==> config.mk <==
export PLATFORM = sky130hd
export DESIGN_NAME = ckey_bank
export DESIGN_NICKNAME = d
export VERILOG_FILES = /design/src/rtl/ckey_pkg.sv /design/src/rtl/ckey_ctrl.sv /design/src/rtl/ckey_store.sv /design/src/rtl/ckey_rdport.sv /design/src/rtl/ckey_bank.sv
export SDC_FILE = /design/constraint.sdc
export NUM_CORES = 1
export LEC_CHECK = 0
export CORE_MARGIN = 3
export CORE_UTILIZATION = 50
export CTS_BUF_LIST = sky130_fd_sc_hd__clkbuf_4
export DETAILED_ROUTE_END_ITERATION = 8
export PLACE_DENSITY = 0.86
export SYNTH_ARGS = -nofsm -noshare
export SYNTH_HDL_FRONTEND = slang
export SYNTH_SLANG_ARGS = --single-unit
==> constraint.sdc <==
create_clock -name clk -period 5.1 [get_ports clk]
set_input_delay 1.02 -clock clk [delete_from_list [all_inputs] [get_ports clk]]
set_output_delay 1.02 -clock clk [all_outputs]
set_load 0.01 [all_outputs]
==> src/rtl/ckey_pkg.sv <==
package ckey_pkg;

  typedef enum logic [1:0] {
    REG_MODE = 2'd0,
    REG_SIZE = 2'd1,
    REG_STAT = 2'd2,
    REG_NONE = 2'd3
  } ctl_reg_e;

  // Number of key words covered by a key of size_bytes.
  function automatic int words_for(int size_bytes, int word_w);
    return (size_bytes * 8) / word_w;
  endfunction

  // Smallest legal key, in bytes: two words.
  function automatic int min_bytes(int word_w);
    return 2 * (word_w / 8);
  endfunction

  // A legal size is a whole number of words, from two words up to n_words.
  function automatic logic size_legal(logic [63:0] v, int word_w, int n_words);
    logic ok;
    ok = 1'b0;
    for (int w = 2; w <= n_words; w++) begin
      if (v == 64'(w * (word_w / 8))) ok = 1'b1;
    end
    return ok;
  endfunction

endpackage

==> src/rtl/ckey_ctrl.sv <==
module ckey_ctrl
  import ckey_pkg::*;
#(
  parameter int N_WORDS = 4,
  parameter int WORD_W  = 64,
  parameter int IDX_W   = 2,
  parameter int ADDR_W  = 3,
  parameter int SZ_W    = 6
) (
  input  logic              clk,
  input  logic              rst_n,
  input  logic              reinit_i,
  input  logic              busy_i,
  input  logic              wr_en_i,
  input  logic [ADDR_W-1:0] wr_addr_i,
  input  logic [WORD_W-1:0] wr_data_i,
  output logic [1:0]        mode_q,
  output logic [SZ_W-1:0]   size_q,
  output logic              err_q,
  output logic              key_wr_ok,
  output logic [IDX_W-1:0]  key_idx,
  output logic [IDX_W:0]    words_need,
  output logic              busy_wr_evt,
  output logic              bad_size_evt,
  output logic              clr_evt
);

  localparam logic [SZ_W-1:0] SIZE_MIN = SZ_W'(min_bytes(WORD_W));

  logic     is_key, ctl_sel, in_range, size_wr, size_ok, mode_wr;
  ctl_reg_e ctl_reg;

  assign is_key     = wr_en_i & wr_addr_i[ADDR_W-1];
  assign ctl_sel    = wr_en_i & ~wr_addr_i[ADDR_W-1];
  assign ctl_reg    = ctl_reg_e'(wr_addr_i[1:0]);
  assign key_idx    = wr_addr_i[IDX_W-1:0];
  assign words_need = (IDX_W+1)'(words_for(int'(size_q), WORD_W));
  assign in_range   = {1'b0, key_idx} < words_need;

  assign busy_wr_evt  = is_key & busy_i & ~reinit_i;
  assign key_wr_ok    = is_key & ~busy_i & in_range & ~reinit_i;
  assign mode_wr      = ctl_sel & (ctl_reg == REG_MODE) & ~reinit_i;
  assign size_wr      = ctl_sel & (ctl_reg == REG_SIZE) & ~reinit_i;
  assign size_ok      = size_legal(64'(wr_data_i), WORD_W, N_WORDS);
  assign bad_size_evt = size_wr & ~size_ok;
  assign clr_evt      = ctl_sel & (ctl_reg == REG_STAT) & wr_data_i[0] & ~reinit_i;

  always_ff @(posedge clk or negedge rst_n) begin
    if (!rst_n) begin
      mode_q <= '0;
      size_q <= SIZE_MIN;
      err_q  <= 1'b0;
    end else if (reinit_i) begin
      mode_q <= '0;
      size_q <= SIZE_MIN;
      err_q  <= 1'b0;
    end else begin
      if (mode_wr) mode_q <= wr_data_i[1:0];
      if (size_wr) size_q <= size_ok ? wr_data_i[SZ_W-1:0] : SIZE_MIN;
      if (busy_wr_evt || bad_size_evt) err_q <= 1'b1;
      else if (clr_evt)                err_q <= 1'b0;
    end
  end

endmodule

==> src/rtl/ckey_store.sv <==
module ckey_store #(
  parameter int N_WORDS = 4,
  parameter int WORD_W  = 64,
  parameter int IDX_W   = 2
) (
  input  logic                      clk,
  input  logic                      rst_n,
  input  logic                      clr_i,
  input  logic                      wr_ok_i,
  input  logic [IDX_W-1:0]          wr_idx_i,
  input  logic [WORD_W-1:0]         wr_data_i,
  input  logic [IDX_W:0]            words_need_i,
  output logic [N_WORDS*WORD_W-1:0] store_o,
  output logic [N_WORDS-1:0]        written_o,
  output logic                      key_valid_o
);

  logic [N_WORDS-1:0] need;

  for (genvar g = 0; g < N_WORDS; g++) begin : g_word
    logic [WORD_W-1:0] word_q;
    logic              wr_q;

    always_ff @(posedge clk or negedge rst_n) begin
      if (!rst_n) begin
        word_q <= '0;
        wr_q   <= 1'b0;
      end else if (clr_i) begin
        word_q <= '0;
        wr_q   <= 1'b0;
      end else if (wr_ok_i && (wr_idx_i == IDX_W'(g))) begin
        word_q <= wr_data_i;
        wr_q   <= 1'b1;
      end
    end

    assign store_o[g*WORD_W +: WORD_W] = word_q;
    assign written_o[g]                = wr_q;
    assign need[g]                     = (IDX_W+1)'(g) < words_need_i;
  end

  assign key_valid_o = &(written_o | ~need);

endmodule

==> src/rtl/ckey_rdport.sv <==
module ckey_rdport #(
  parameter int N_WORDS = 4,
  parameter int WORD_W  = 64,
  parameter int IDX_W   = 2,
  parameter int ADDR_W  = 3,
  parameter int SZ_W    = 6
) (
  input  logic                      clk,
  input  logic                      rst_n,
  input  logic                      rd_en_i,
  input  logic [ADDR_W-1:0]         rd_addr_i,
  input  logic [1:0]                mode_i,
  input  logic [SZ_W-1:0]           size_i,
  input  logic                      err_i,
  input  logic                      valid_i,
  input  logic [N_WORDS*WORD_W-1:0] key_i,
  output logic [WORD_W-1:0]         rd_data_o
);

  logic [WORD_W-1:0] words [N_WORDS];
  logic [WORD_W-1:0] rd_next;

  for (genvar g = 0; g < N_WORDS; g++) begin : g_unpack
    assign words[g] = key_i[g*WORD_W +: WORD_W];
  end

  always_comb begin
    rd_next = '0;
    if (rd_addr_i[ADDR_W-1]) begin
      if (mode_i[1]) rd_next = words[rd_addr_i[IDX_W-1:0]];
    end else begin
      case (rd_addr_i[1:0])
        2'd0:    rd_next = WORD_W'(mode_i);
        2'd1:    rd_next = WORD_W'(size_i);
        2'd2:    rd_next = WORD_W'({valid_i, err_i});
        default: rd_next = '0;
      endcase
    end
  end

  always_ff @(posedge clk or negedge rst_n) begin
    if (!rst_n)       rd_data_o <= '0;
    else if (rd_en_i) rd_data_o <= rd_next;
  end

endmodule

==> src/rtl/ckey_bank.sv <==
module ckey_bank
  import ckey_pkg::*;
#(
  parameter  int N_WORDS = 4,
  parameter  int WORD_W  = 64,
  localparam int IDX_W   = $clog2(N_WORDS),
  localparam int ADDR_W  = IDX_W + 1,
  localparam int KEY_W   = N_WORDS * WORD_W,
  localparam int KBYTES  = KEY_W / 8,
  localparam int SZ_W    = $clog2(KBYTES + 1)
) (
  input  logic              clk,
  input  logic              rst_n,
  input  logic              reinit_i,
  input  logic              busy_i,
  input  logic              wr_en_i,
  input  logic [ADDR_W-1:0] wr_addr_i,
  input  logic [WORD_W-1:0] wr_data_i,
  input  logic              rd_en_i,
  input  logic [ADDR_W-1:0] rd_addr_i,
  output logic [WORD_W-1:0] rd_data_o,
  output logic [KEY_W-1:0]  key_o,
  output logic [KBYTES-1:0] key_mask_o,
  output logic              key_valid_o,
  output logic              ctx_err_o,
  output logic              restore_key_o
);

  logic [1:0]         mode_q;
  logic [SZ_W-1:0]    size_q;
  logic               key_wr_ok, busy_wr_evt, bad_size_evt, clr_evt;
  logic [IDX_W-1:0]   key_idx;
  logic [IDX_W:0]     words_need;
  logic [KEY_W-1:0]   store_flat;
  logic [N_WORDS-1:0] written;

  ckey_ctrl #(.N_WORDS(N_WORDS), .WORD_W(WORD_W), .IDX_W(IDX_W),
              .ADDR_W(ADDR_W), .SZ_W(SZ_W)) u_ctrl (
    .clk(clk), .rst_n(rst_n), .reinit_i(reinit_i), .busy_i(busy_i),
    .wr_en_i(wr_en_i), .wr_addr_i(wr_addr_i), .wr_data_i(wr_data_i),
    .mode_q(mode_q), .size_q(size_q), .err_q(ctx_err_o),
    .key_wr_ok(key_wr_ok), .key_idx(key_idx), .words_need(words_need),
    .busy_wr_evt(busy_wr_evt), .bad_size_evt(bad_size_evt), .clr_evt(clr_evt)
  );

  ckey_store #(.N_WORDS(N_WORDS), .WORD_W(WORD_W), .IDX_W(IDX_W)) u_store (
    .clk(clk), .rst_n(rst_n), .clr_i(reinit_i), .wr_ok_i(key_wr_ok),
    .wr_idx_i(key_idx), .wr_data_i(wr_data_i), .words_need_i(words_need),
    .store_o(store_flat), .written_o(written), .key_valid_o(key_valid_o)
  );

  for (genvar b = 0; b < KBYTES; b++) begin : g_mask
    assign key_mask_o[b]      = SZ_W'(b) < size_q;
    assign key_o[b*8 +: 8]    = key_mask_o[b] ? store_flat[b*8 +: 8] : 8'h00;
  end

  assign restore_key_o = &mode_q & key_valid_o;

  ckey_rdport #(.N_WORDS(N_WORDS), .WORD_W(WORD_W), .IDX_W(IDX_W),
                .ADDR_W(ADDR_W), .SZ_W(SZ_W)) u_rd (
    .clk(clk), .rst_n(rst_n), .rd_en_i(rd_en_i), .rd_addr_i(rd_addr_i),
    .mode_i(mode_q), .size_i(size_q), .err_i(ctx_err_o), .valid_i(key_valid_o),
    .key_i(key_o), .rd_data_o(rd_data_o)
  );

endmodule

==> impl_metrics.toml, run 1 <==
[die]
num_rows = 67
die-area_um2 = 36820
die_h_um = 191.9
core-area_um2 = 33780
boundaryPins = 431
fp.dieW_um = 191.9
initial_core_util = 0.5114

[yosys]
synth_seq_area_share = 0.4824
synth_top_cell_by_area = "dfrtp_1"
synth_top_family_by_area = "simple AND/OR/NAND/NOR gates"
synth_top_area_frac = 0.4809
synth_compound_gate_area_share = 0.1913
syn_area_per_cell_um2 = 8.411
synthMostInstantiatedCell = "nand2_1"
synth_edf_count = 0
synth-simple-area-share = 0.2535
synthCells = 2054
synthXorXnorAreaFrac = 0
synth.area.mux_share = 0.01543
synth-seq-cells = 333
synth-async-reset-ratio = 1.000
synth.area.top_cells = "dfrtp_1 (48%), nand2_1 (12%), a21oi_1 (9.2%), and2_1 (5.3%), nor2b_1 (3.4%)"
syn-num-nets = 2131
syn_area_um2 = 17280
synthFlopType = "dfrtp_1"
yosys_warnings = 0
synth_cell_types = 63
synth_commonest_cells = "nand2_1 (569), dfrtp_1 (332), a21oi_1 (319)"
synthAdderAreaFrac = 0.0007242

[clock_network]
clk_latency_ns = 0.74
clockBufferDepth = 3
cts-root-buf = "clkbuf_4"
post_cts_buffers = 0
cts_tree = "built"
cts.clk_slew.worst_paths_ns = 0.07
cts_buffers = 89
cts_hold_buf = 0
cts_resized = 0
clock-sinks = 333
cts-htree-levels = 3

[power_and_ir_drop]
p_clk_frac = 0.436
p_per_area_nw_per_um2 = 237.6
power.switching_uw = 1439
irDropWorstVdd_uv = 171.4
p_sw_frac = 0.2648
seq_power_share = 0.490
internal-power_uw = 3995
p_leak_uw = 0.009320
comb_power_share = 0.074

[detailed_routing]
wl_per_cell_um = 23.45
drt-total-wl_um = 69710
first_iter_violations = 2587
via_per_inst = 6.206
drc = 0
postRouteAntennaNets = 0
vias = 18443
drt-pass1-iter-count = 6

[place]
gp_congestion = 0.9167
hpwl_um = 47590
place.port_buffers = 430

[worst_setup_path]
cp.required_ns = 4.08
end_kind = "output pin"
critical_path.max_fanout = 22
setup.worst_path.start_class = "flip-flop"
arrival_ns = 3.70
max_stage_delay_ns = 0.91
slowest_stage = "dfrtp_1"
setup.worst_path.class = "flip-flop to output pin"
crit_chain = "a21oi_2 > a21oi_1 > and2_1 > clkdlybuf4s50_1"

[sta]
finalHoldViolCount = 0
fmax_ghz = 0.2117
rsz0062_at_grt = "false"
worst_pin_slew_ns = 1.116
tns_ns = 0
timing.final.crit_share = 0.9263
timing.final.max_slew_violations = 0
worst_hold_slack_ns = 0.2893
fin_skew_ns = 0.05046
slew_headroom = 0.2512
finalSetupViolCount = 0
period_minus_slack_ns = 4.724

[cells_and_area]
fin_nets = 2534
fin_util = 0.6769
drive_gt1_frac = 0.09087
area_delta_synth_final_pct = 32.36

[global_routing]
grt_pass1_vias = 18737
grt_max_degree = 118
antenna_found_initial = 3
grt-ovfl-total = 0
grt_usage = 0.3727
grt_pass1_wl_um = 105900

[hold_path]
holdCritPathClass = "input pin to async pin"

[outcome]
status = "finished, final reports clean"

[run]
max-cap-violations = 0
[registers in the layout, indices dropped and copies added, names as in the netlist]
| register | flops |
|---|---|
| u_store.g_word.word_q | 256 |
| u_rd.rd_data_o | 64 |
| u_ctrl.size_q | 6 |
| u_ctrl.mode_q | 2 |
| u_store.g_word.wr_q | 4 |
| u_ctrl.err_q | 1 |
[critical path, delay by kind of cell (launching register included)]
| family | cells | cell delay (ns) |
|---|---|---|
| buffers and inverters | 1 | 0.57 |
| flip-flops | 1 | 0.91 |
| AO/OA/AOI/OAI | 2 | 1.20 |
| AND/OR/NAND/NOR | 1 | 0.32 |
[final cells by class]
class / instances / area (µm²)
Clock buffer: 138 / 1036
Timing Repair Buffer: 465 / 4603
Multi-Input combinational cell: 1500 / 7988
Antenna cell: 4 / 10.01
Clock inverter: 16 / 78.83
Inverter: 68 / 255.2
Sequential cell: 333 / 8335
Tap cell: 448 / 560.5
Fill cell: 2676 / 10920
[cells in the final DEF, fill, tap and decap left out, types with 31 or more instances in the layout]
cell and count:
a21oi_1 319, a221oi_1 44, and2_1 145, buf_4 34, clkbuf_4 138, clkdlybuf4s50_1 425, dfrtp_1 331, inv_1 64
nand2_1 569, nor2_1 47, nor2b_1 93, o21ai_0 31
[cells by family (layout without fill, tap and decap cells)]
group | after synthesis | count (layout)
other cells | 0 | 4
fa+ha+maj | 1 | 1
mux | 16 | 16
flops | 333 | 333
simple gates | 940 | 940
buf+inv | 221 | 687
compound gates | 543 | 543
[through the flow]
stage,setup WS (ns),area [µm²],total power (µW),std cells
CTS,0.4245,22860,5443,2968
global placement,1.205,21740,3096,2814
finish,0.3758,22870,5434,2972
detailed placement,1.121,21740,3101,2814
floorplan,2.431,17280,2853,2054
global route,0.2020,22860,5622,2971
[per-layer routing]
layer / wire, µm / part of all wire / global-route usage / vias up
met2: 31520 / 0.45 / 0.5735 / 1523
met1: 24870 / 0.36 / 0.4634 / 8762
met4: 4707 / 0.068 / 0.2458 / 0
met3: 8615 / 0.12 / 0.09819 / 336
met5: 0 / 0 / 0 / -
li1: - / - / - / 7822
[final timing paths]
kind | startpoint | end | slack [ns] | depth (start not counted)
worst max-delay path | u_ctrl.size_q[3] | key_o[212] | 0.38 | 4
worst min-delay path | rst_n | u_store.g_word[2].word_q[15] | 0.29 | 1
worst max register to register | u_ctrl.size_q[4] | u_store.g_word[3].word_q[44] | 1.68 | 7
worst min register to register | u_rd.rd_data_o[20] | u_rd.rd_data_o[20] | 0.49 | 2
max in group asynchronous | rst_n | u_store.g_word[0].word_q[40] | 3.68 | 2
min in group clk | u_rd.rd_data_o[20] | u_rd.rd_data_o[20] | 0.49 | 2
[power by group through the flow]
stage          sequential, µW  clock [µW]  combinational, µW
2_1_floorplan            2710           0                142
3_3_place_gp             2710           0                384
6_report                 2660        2370                400
4_1_cts                  2660        2390                391
3_5_place_dp             2710           0                389
5_1_grt                  2660        2540                423
No activity file was read; power rests on OpenSTA's default activity.
==> run 2: changes to the inputs <==
--- a/config.mk
+++ b/config.mk
@@ -5,11 +5,12 @@
 export SDC_FILE = /design/constraint.sdc
 export NUM_CORES = 1
 export LEC_CHECK = 0
+export CAP_MARGIN = 30
 export CORE_MARGIN = 3
-export CORE_UTILIZATION = 50
+export CORE_UTILIZATION = 46
 export CTS_BUF_LIST = sky130_fd_sc_hd__clkbuf_4
 export DETAILED_ROUTE_END_ITERATION = 8
-export PLACE_DENSITY = 0.86
+export PLACE_DENSITY = 0.83
 export SYNTH_ARGS = -nofsm -noshare
 export SYNTH_HDL_FRONTEND = slang
 export SYNTH_SLANG_ARGS = --single-unit
==> constraint.sdc (replaced) <==
create_clock -name clk -period 3.9 [get_ports clk]
set_input_delay 0.78 -clock clk [delete_from_list [all_inputs] [get_ports clk]]
set_output_delay 0.78 -clock clk [all_outputs]
set_load 0.01 [all_outputs]
==> run 2 against run 1 <==
Effect of this change:
- the run now ends with negative setup slack left
- first-iteration DRC count is 8.5% lower
- hold slack better by 0.19 ns
- clock power is 30% higher
- setup slack worse by 0.43 ns
- largest cell class unchanged
- highest routed layer is now met5
==> impl_metrics.toml, run 2 (synthesis results as in run 1) <==
[outcome]
status = "finished with violations"
violations = "negative setup slack"

[hold_path]
holdCritPathClass = "flip-flop to flip-flop"

[worst_setup_path]
arrival_ns = 3.17
max_stage_delay_ns = 0.60
critical_path.max_fanout = 11
end_kind = "output pin"
setup.worst_path.class = "flip-flop to output pin"
slowest_stage = "a21oi_2"
crit_chain = "nand2_1 > a21oi_2 > and2_1 > clkdlybuf4s50_1"
setup.worst_path.start_class = "flip-flop"
cp.required_ns = 3.12

[power_and_ir_drop]
p_sw_frac = 0.2651
irDropWorstVdd_uv = 172.3
p_clk_frac = 0.435
comb_power_share = 0.075
internal-power_uw = 5218
seq_power_share = 0.491
finalPower_uw = 7101
p_per_area_nw_per_um2 = 306.7
p_leak_uw = 0.009437
power.switching_uw = 1883

[die]
die-area_um2 = 39920
core-area_um2 = 36790
die_h_um = 199.8
boundaryPins = 431
initial_core_util = 0.4697
num_rows = 70
fp.dieW_um = 199.8

[cells_and_area]
final_common_cell = "nand2_1"
area_delta_synth_final_pct = 34.02
largest_reg_flops = 256
drive_gt1_frac = 0.09874
fin_util = 0.6295
fin_nets = 2554
final_cell_mix = "nand2_1 (568), clkdlybuf4s50_1 (424), dfrtp_1 (329), a21oi_1 (316), and2_1 (145)"
final_cells = 3014
regMostFlops = "u_store.g_word.word_q"
reg_top3 = "u_store.g_word.word_q x256, u_rd.rd_data_o x64, u_ctrl.size_q x6"

[sta]
finalSetupViolCount = 6
worst_pin_slew_ns = 1.015
period_minus_slack_ns = 3.950
finalHoldViolCount = 0
timing.final.max_slew_violations = 0
fin_skew_ns = 0.06381
slew_headroom = 0.3178
fmax_ghz = 0.2531
timing.final.crit_share = 1.013
worst_slack_ns = -0.05043
rsz0062_at_grt = "true"

[clock_network]
cts-root-buf = "clkbuf_4"
clock-sinks = 333
clk_latency_ns = 0.76
cts_buffers = 90
cts.clk_slew.worst_paths_ns = 0.07
cts_tree = "built"
cts-htree-levels = 3
clockBufferDepth = 3

[detailed_routing]
first_iter_violations = 2366
wl_per_cell_um = 23.73
drc = 0
vias = 18309
via_per_inst = 6.075
drt-pass1-iter-count = 6
drt-total-wl_um = 71520
postRouteAntennaNets = 0

[place]
place.port_buffers = 430
hpwl_um = 49300
dp.cells = 2848
gp_congestion = 0.9517

[global_routing]
grt-ovfl-total = 0
grt_pass1_wl_um = 107400
antenna_found_initial = 5
grt_usage = 0.3506
grt_max_degree = 194
grt_pass1_vias = 17958

[run]
max-cap-violations = 0
## run 2: cell type report
cell class	count	area [µm²]
Inverter	68	255.2
Clock inverter	27	132.6
Sequential cell	333	8344
Fill cell	3081	13630
Timing Repair Buffer	484	4810
Antenna cell	4	10.01
Clock buffer	130	975.9
Multi-Input combinational cell	1500	8041
Tap cell	468	585.6
## run 2: final timing paths
kind / start / endpoint / slack [ns] / depth (start not counted)
max: u_ctrl.size_q[0] / key_o[210] / -0.05 / 4
min: u_rd.rd_data_o[19] / u_rd.rd_data_o[19] / 0.48 / 2
max reg2reg: u_ctrl.size_q[4] / u_store.g_word[3].word_q[56] / 1.13 / 8
min reg2reg: u_rd.rd_data_o[19] / u_rd.rd_data_o[19] / 0.48 / 2
max in group asynchronous: rst_n / u_store.g_word[3].word_q[43] / 2.27 / 3
min in group asynchronous: rst_n / u_store.g_word[2].word_q[13] / 0.56 / 2
## run 2: power by group through the flow
stage	Clock, µW	Combinational, µW	Sequential, µW
6_report	3090	531	3480
2_1_floorplan	0	186	3540
5_1_grt	3330	561	3480
3_5_place_dp	0	517	3550
3_3_place_gp	0	512	3550
4_1_cts	3110	520	3480
## run 2: worst max-delay path, delay by kind of cell, from the launching register on
kind | cells | cell delay, ns
flops | 1 | 0.57
simple gates | 2 | 0.65
compound gates | 1 | 0.60
buf+inv | 1 | 0.59
## run 2: metal layers
layer  wire length [µm]  global-route usage  vias to the layer above
met5                  7                   0                        -
met4               4088              0.1807                        2
met3               8263             0.08409                      282
met2              32770              0.5536                     1439
met1              26390              0.4536                     8737
li1                   -                   -                     7849
## run 2: repair_timing
item	4_1_cts	5_1_grt
hold buffers	1	0
gates resized for setup	12	6
setup endpoints to repair	57	68
endpoints found under the hold margin	9	0
buffers inserted	1	2
## run 2: stage by stage
| stage | cell area (µm²) | hold slack, ns | TNS, ns | setup WS (ns) |
|---|---|---|---|---|
| after floorplan | 17280 | 0.4844 | 0 | 1.471 |
| after global placement | 21930 | 0.4612 | 0 | 0.5916 |
| after detailed placement | 21930 | 0.4627 | 0 | 0.5020 |
| after CTS | 23100 | 0.4726 | 0 | 0.01753 |
| after global routing | 23150 | 0.4871 | -1.724 | -0.1415 |
| final | 23150 | 0.4767 | -0.1105 | -0.05043 |
